File: src/rtl/pwd_pkg.sv
package pwd_pkg;
  typedef enum logic [1:0] {ST_IDLE, ST_HUNT, ST_DATA} pwd_state_e;

  // entry sequence, oldest bit in the MSB: 0,0,1,1,0,0
  localparam logic [5:0] ENTRY_SEQ = 6'b001100;

  function automatic logic [5:0] hist_push(logic [5:0] h, logic b);
    return {h[4:0], b};
  endfunction

  function automatic logic [2:0] hist_count(logic [2:0] n);
    return (n == 3'd6) ? 3'd6 : n + 3'd1;
  endfunction

  function automatic logic entry_hit(logic [5:0] h, logic [2:0] n);
    return (n == 3'd6) && (h == ENTRY_SEQ);
  endfunction
endpackage

File: src/rtl/pwd_sync.sv
module pwd_sync (
  input  logic clk,
  input  logic rst_n,
  input  logic in_i,
  output logic lvl_o,
  output logic rise_o,
  output logic edge_o
);
  logic s1, s2, s3;

  always_ff @(posedge clk or negedge rst_n) begin
    if (!rst_n) begin
      s1 <= 1'b0;
      s2 <= 1'b0;
      s3 <= 1'b0;
    end else begin
      s1 <= in_i;
      s2 <= s1;
      s3 <= s2;
    end
  end

  assign lvl_o  = s2;
  assign rise_o = s2 & ~s3;
  assign edge_o = s2 ^ s3;
endmodule

File: src/rtl/pwd_counters.sv
module pwd_setup #(
  parameter int unsigned SETUP_CYC = 5358
) (
  input  logic clk,
  input  logic rst_n,
  input  logic ce_i,
  output logic ready_o
);
  localparam int unsigned CW = $clog2(SETUP_CYC + 1);
  logic [CW-1:0] cnt;

  always_ff @(posedge clk or negedge rst_n) begin
    if (!rst_n)                       cnt <= '0;
    else if (!ce_i)                   cnt <= '0;
    else if (cnt != CW'(SETUP_CYC))   cnt <= cnt + 1'b1;
  end

  assign ready_o = (cnt == CW'(SETUP_CYC));
endmodule

module pwd_phase_timer #(
  parameter int unsigned LIMIT = 2000
) (
  input  logic clk,
  input  logic rst_n,
  input  logic clr_i,
  input  logic edge_i,
  output logic expire_o
);
  localparam int unsigned CW = $clog2(LIMIT + 1);
  logic [CW-1:0] cnt;

  always_ff @(posedge clk or negedge rst_n) begin
    if (!rst_n)                   cnt <= '0;
    else if (clr_i || edge_i)     cnt <= '0;
    else if (cnt != CW'(LIMIT))   cnt <= cnt + 1'b1;
  end

  assign expire_o = (cnt == CW'(LIMIT - 1)) && !edge_i && !clr_i;
endmodule

module pwd_sampler #(
  parameter int unsigned DLY = 893
) (
  input  logic clk,
  input  logic rst_n,
  input  logic clr_i,
  input  logic arm_i,
  output logic take_o
);
  localparam int unsigned CW = $clog2(DLY + 1);
  logic [CW-1:0] cnt;

  always_ff @(posedge clk or negedge rst_n) begin
    if (!rst_n)            cnt <= '0;
    else if (clr_i)        cnt <= '0;
    else if (arm_i)        cnt <= CW'(DLY);
    else if (cnt != '0)    cnt <= cnt - 1'b1;
  end

  assign take_o = (cnt == CW'(1));
endmodule

File: src/rtl/pwbit_decoder.sv
module pwbit_decoder
  import pwd_pkg::*;
#(
  parameter int unsigned WORD_W       = 8,
  parameter int unsigned SAMPLE_DLY   = 893,
  parameter int unsigned TIMEOUT_CYC  = 2000,
  parameter int unsigned CE_SETUP_CYC = 5358
) (
  input  logic              clk,
  input  logic              rst_n,
  input  logic              ce_i,
  input  logic              sdata_i,
  output logic              bit_valid_o,
  output logic              bit_data_o,
  output logic              word_done_o,
  output logic [WORD_W-1:0] word_data_o,
  output logic              frame_valid_o,
  output logic              timeout_err_o
);
  localparam int unsigned BCNT_W = $clog2(WORD_W + 1);

  function automatic logic [WORD_W-1:0] word_shift(logic [WORD_W-1:0] w, logic b);
    return {w[WORD_W-2:0], b};
  endfunction

  // internal events, brought out for the checker
  logic line_lvl, line_rise, line_edge;
  logic ce_ready, samp_take, phase_expire, seq_armed;

  pwd_state_e        state;
  logic [5:0]        hist;
  logic [2:0]        hcnt;
  logic [WORD_W-1:0] shreg;
  logic [BCNT_W-1:0] bcnt;

  pwd_sync u_sync (
    .clk(clk), .rst_n(rst_n), .in_i(sdata_i),
    .lvl_o(line_lvl), .rise_o(line_rise), .edge_o(line_edge)
  );

  pwd_setup #(.SETUP_CYC(CE_SETUP_CYC)) u_setup (
    .clk(clk), .rst_n(rst_n), .ce_i(ce_i), .ready_o(ce_ready)
  );

  pwd_sampler #(.DLY(SAMPLE_DLY)) u_samp (
    .clk(clk), .rst_n(rst_n), .clr_i(!ce_i),
    .arm_i(line_rise && ce_ready && ce_i), .take_o(samp_take)
  );

  pwd_phase_timer #(.LIMIT(TIMEOUT_CYC)) u_timer (
    .clk(clk), .rst_n(rst_n), .clr_i(!ce_i),
    .edge_i(line_edge), .expire_o(phase_expire)
  );

  assign seq_armed     = (state == ST_DATA) || ((state == ST_HUNT) && (hcnt != 3'd0));
  assign frame_valid_o = (state == ST_DATA);

  always_ff @(posedge clk or negedge rst_n) begin
    if (!rst_n) begin
      state         <= ST_IDLE;
      hist          <= '0;
      hcnt          <= '0;
      shreg         <= '0;
      bcnt          <= '0;
      bit_valid_o   <= 1'b0;
      bit_data_o    <= 1'b0;
      word_done_o   <= 1'b0;
      word_data_o   <= '0;
      timeout_err_o <= 1'b0;
    end else if (!ce_i) begin
      state         <= ST_IDLE;
      hist          <= '0;
      hcnt          <= '0;
      shreg         <= '0;
      bcnt          <= '0;
      bit_valid_o   <= 1'b0;
      word_done_o   <= 1'b0;
      timeout_err_o <= 1'b0;
    end else begin
      bit_valid_o   <= 1'b0;
      word_done_o   <= 1'b0;
      timeout_err_o <= 1'b0;
      if (state == ST_IDLE && ce_ready) state <= ST_HUNT;

      if (phase_expire && seq_armed) begin
        timeout_err_o <= 1'b1;
        state         <= ST_HUNT;
        hist          <= '0;
        hcnt          <= '0;
        shreg         <= '0;
        bcnt          <= '0;
      end else if (samp_take) begin
        bit_valid_o <= 1'b1;
        bit_data_o  <= line_lvl;
        if (state == ST_DATA) begin
          shreg <= word_shift(shreg, line_lvl);
          if (bcnt == BCNT_W'(WORD_W - 1)) begin
            word_done_o <= 1'b1;
            word_data_o <= word_shift(shreg, line_lvl);
            bcnt        <= '0;
          end else begin
            bcnt <= bcnt + 1'b1;
          end
        end else begin
          hist <= hist_push(hist, line_lvl);
          hcnt <= hist_count(hcnt);
          if (entry_hit(hist_push(hist, line_lvl), hist_count(hcnt))) begin
            state <= ST_DATA;
            shreg <= '0;
            bcnt  <= '0;
          end
        end
      end
    end
  end
endmodule

File: config.mk
export PLATFORM = sky130hd
export DESIGN_NAME = pwbit_decoder
export DESIGN_NICKNAME = d
export VERILOG_FILES = /design/src/rtl/pwd_pkg.sv /design/src/rtl/pwd_sync.sv /design/src/rtl/pwd_counters.sv /design/src/rtl/pwbit_decoder.sv
export SDC_FILE = /design/constraint.sdc
export NUM_CORES = 1
export LEC_CHECK = 0
export ABC_AREA = 1
export BUFFER_PORTS_ARGS = -buffer_cell sky130_fd_sc_hd__clkbuf_2
export CORE_ASPECT_RATIO = 0.6
export CORE_MARGIN = 4
export CORE_UTILIZATION = 55
export CTS_CLUSTER_SIZE = 30
export DETAILED_ROUTE_END_ITERATION = 8
export PLACE_DENSITY = 0.85
export SYNTH_ARGS = -nofsm -noshare
export SYNTH_HDL_FRONTEND = slang
export SYNTH_SLANG_ARGS = --single-unit
File: constraint.sdc
create_clock -name clk -period 1.4 [get_ports clk]
set_input_delay 0.28 -clock clk [delete_from_list [all_inputs] [get_ports clk]]
set_output_delay 0.28 -clock clk [all_outputs]
set_load 0.01 [all_outputs]
==> impl_metrics.toml <==
[worst_setup_path]
path_class = "reg2reg"
end_kind = "flop"
timing.rr.end = "shreg[6]$_DFFE_PN0P_"
worstPathArrival_ps = 2080
r2r_start = "u_samp.cnt[1]$_DFFE_PN0P_"
worstPathCellList = "inv_2, ha_4, nand2_4, nor2_8, nand2_2, buf_4, inv_1, nor2_4, nand2_4, nand2_2, nand2_2"
rr_worst_depth = 11
crit_path_top_delay_cell = "dfrtp_1"
path_common_cell = "nand2_2"
critPathMaxFanout = 5
r2r_slack_ps = -410
max_stage_delay_ps = 430
required_ps = 1670
startpoint_type = "flop"

[clock_tree]
clkSlewWorstSetupHoldPaths_ps = 90
cts_buffers = 9
tritoncts = "done"
insertion_delay_ps = 380
cts_root_buf = "clkbuf_8"
clk_path_buf_depth = 2
clock_sinks = 70
ctsHtreeMaxLevel = 3

[drt]
drc_errors = 0
ant_nets = 0
via_count = 4002
dr.pass1.iters = 8
wire_per_inst_um = 24.2
wl_mm = 15.2
drtIter0Drc = 587
viasPerCell = 6.37

[yosys]
synth_common_cells = "nand2_1 (99), dfrtp_1 (70), nor2_1 (60), inv_1 (48)"
netlist_area_mm2 = 0.00359
avgSynthCellArea_um2 = 8.44
synth_cells = 425
ys_seq_area_frac = 0.488
yosys-top-cells-area = "dfrtp_1 (49%), nand2_1 (10%), nor2_1 (6.3%), inv_1 (5.0%), ha_1 (4.2%)"
synth_seq_cells = 70
yosysTopAreaCell = "dfrtp_1"
synth_nets = 441
synth_flop_cell = "dfrtp_1"
synth_top_area_share = 0.488
synth_enable_flop_cells = 0
synth.most_common_cell = "nand2_1"
yosysWarningCount = 0
ys_types = 35
async_reset_ff_frac = 1.00

[floorplan]
rows = 22
start_util = 0.576
dieArea_mm2 = 0.00792
num_io_pins = 17
core_area_mm2 = 0.00622
die_y_um = 70.5
die_x_um = 112

[pwr]
clkPwrFrac = 0.303
net-switching-power_uw = 2330
peakVddDrop_uv = 1190
p_comb_frac = 0.343
netSwitchingFraction = 0.353
pwr_density_cell_mw_per_mm2 = 1190
p_leak_uw = 0.00257
intPower_uw = 4280
seq_power_share = 0.354

[global_route]
antenna_found_initial = 0
grt_pass1_vias = 3588
grt_overflow_total = 0
grt_max_degree = 41
grt_usage = 0.291
grt_pass1_wl_mm = 17.9

[timing]
relSlewSlack = 0.731
hold_viol = 0
rsz0062_at_grt = "yes"
fin_skew_ps = 15.8
fin_crit_ps = 1810
hold-worst-slack_ps = 15.3
drv_slew = 0
fin_crit_sh = 1.29
timing.final.ws_setup_ps = -412
finalSetupTns_ps = -16040
finalSetupViolCount = 60
tightest_slew_ps = 403
fmaxAchievable_mhz = 552

[min_path]
hp-class = "in2reg"
min_from = "sdata_i"
whs_path_depth = 1
hold_path_end = "u_sync.s1$_DFF_PN0_"

[status]
violations = "negative setup slack"
status = "finished with violations"

[place]
dp_hpwl_mm = 6.25
postPlaceCellArea_mm2 = 0.00428
io_buffers = 16
routabilityCongestion = 0.824

[layout]
syn_to_final_growth_pct = 54.4
fin_nets = 555
antenna_cells = 0
fin_area_mm2 = 0.00554
drive_gt1_frac = 0.535

[job]
maxCapViolCount = 0
-- registers in the layout, indices dropped and copies added, names as in the netlist --
signal         count
u_setup.cnt       13
u_timer.cnt       11
u_samp.cnt        10
word_data_o        8
shreg              7
hist               5
bcnt               4
hcnt               3
state              2
bit_data_o         1
bit_valid_o        1
timeout_err_o      1
u_sync.lvl_o       1
u_sync.s1          1
u_sync.s3          1
word_done_o        1
-- what timing repair did --
action	CTS	global route
setup endpoints to repair	57	64
resized for setup	78	141
hold buffers	1	0
pin swaps	36	68
cloned	3	0
buffers inserted	11	13
hold endpoints to repair	14	0
-- per-stage QoR --
step / setup WS, ps / power (uW) / utilization / std cells
2_1_floorplan: -96.8 / 3220 / - / 425
3_3_place_gp: -359 / 3730 / 0.688 / 587
3_5_place_dp: -518 / 3810 / 0.688 / 587
4_1_cts: -213 / 5910 / 0.790 / 618
5_1_grt: -538 / 6820 / 0.890 / 628
6_report: -412 / 6610 / 0.890 / 628
-- critical path, delay by kind of cell, from the launching register on --
family                     cells  cell delay [ps]
adders and majority gates      1              170
buffers and inverters          3              290
DFF                            1              430
and+or+nand+nor                7              800
-- worst max path at each step --
| stage | start | endpoint | slack, ps | cells after the start |
|---|---|---|---|---|
| 2_1_floorplan | u_sync.lvl_o$_DFF_PN0_ | word_data_o[6]$_DFFE_PN0P_ | -100 | 9 |
| 3_3_place_gp | hcnt[0]$_DFFE_PN0P_ | bcnt[1]$_DFFE_PN0P_ | -360 | 10 |
| 3_5_place_dp | hcnt[0]$_DFFE_PN0P_ | shreg[0]$_DFFE_PN0P_ | -520 | 10 |
| 4_1_cts | hcnt[1]$_DFFE_PN0P_ | bcnt[2]$_DFFE_PN0P_ | -210 | 11 |
| 5_1_grt | u_samp.cnt[1]$_DFFE_PN0P_ | word_data_o[5]$_DFFE_PN0P_ | -540 | 9 |
| 6_report | u_samp.cnt[1]$_DFFE_PN0P_ | shreg[6]$_DFFE_PN0P_ | -410 | 11 |
-- layout by cell type, fill, tap and decap left out, types with 2 or more instances in the layout --
cell type,count
clkbuf_8,12
nor3_2,8
inv_4,2
nand3_4,12
a21oi_2,8
buf_6,19
buf_8,2
nand2_4,11
or2_2,3
dfrtp_1,67
nand2_2,38
xnor2_1,3
nor2_4,18
nand3_2,6
nand3_1,5
inv_1,32
nor2_1,38
nand2_1,55
a21oi_1,9
buf_4,67
ha_1,2
o21ai_0,7
ha_4,9
xnor2_2,3
nor3_1,4
a31oi_1,4
dfrtp_2,3
inv_2,15
nand4_1,9
o21ai_1,5
o21ai_2,9
bufinv_16,2
nand2_8,2
xor2_1,7
buf_12,3
clkbuf_2,14
nor2_2,13
-- power groups by stage --
stage               logic (uW)  clock network (uW)  registers, uW
floorplan                  887                   0           2330
global placement          1410                   0           2310
detailed placement        1480                   0           2330
CTS                       1710                1920           2280
global route              2380                2090           2340
finish                    2270                2000           2340
-- cells by family after synthesis --
logic type	Yosys count	synth area share
and+or+nand+nor	226	0.294
AOI/OAI and AO/OA	45	0.0677
DFF	70	0.488
buffers and inverters	58	0.0736
adders and majority gates	12	0.0419
xor gates and xnor gates	14	0.0342
-- layout make-up --
cell class                 count  area [um^2]
multi-input combinational    300         2340
sequential                    70         1760
timing repair buffer         107          892
fill                         226          686
inverter                      51          208
clock buffer                  13          169
tap                           84          105
clock inverter                 3         65.1
-- metal layers --
| metal | wire (um) | global-route usage | vias to the layer above |
|---|---|---|---|
| met2 | 6990 | 0.484 | 382 |
| met1 | 5240 | 0.351 | 1904 |
| li1 | - | - | 1584 |
| met3 | 1720 | 0.0872 | 132 |
| met5 | 0 | 0 | - |
| met4 | 1270 | 0.139 | 0 |
No activity file was read; power rests on OpenSTA's default activity.
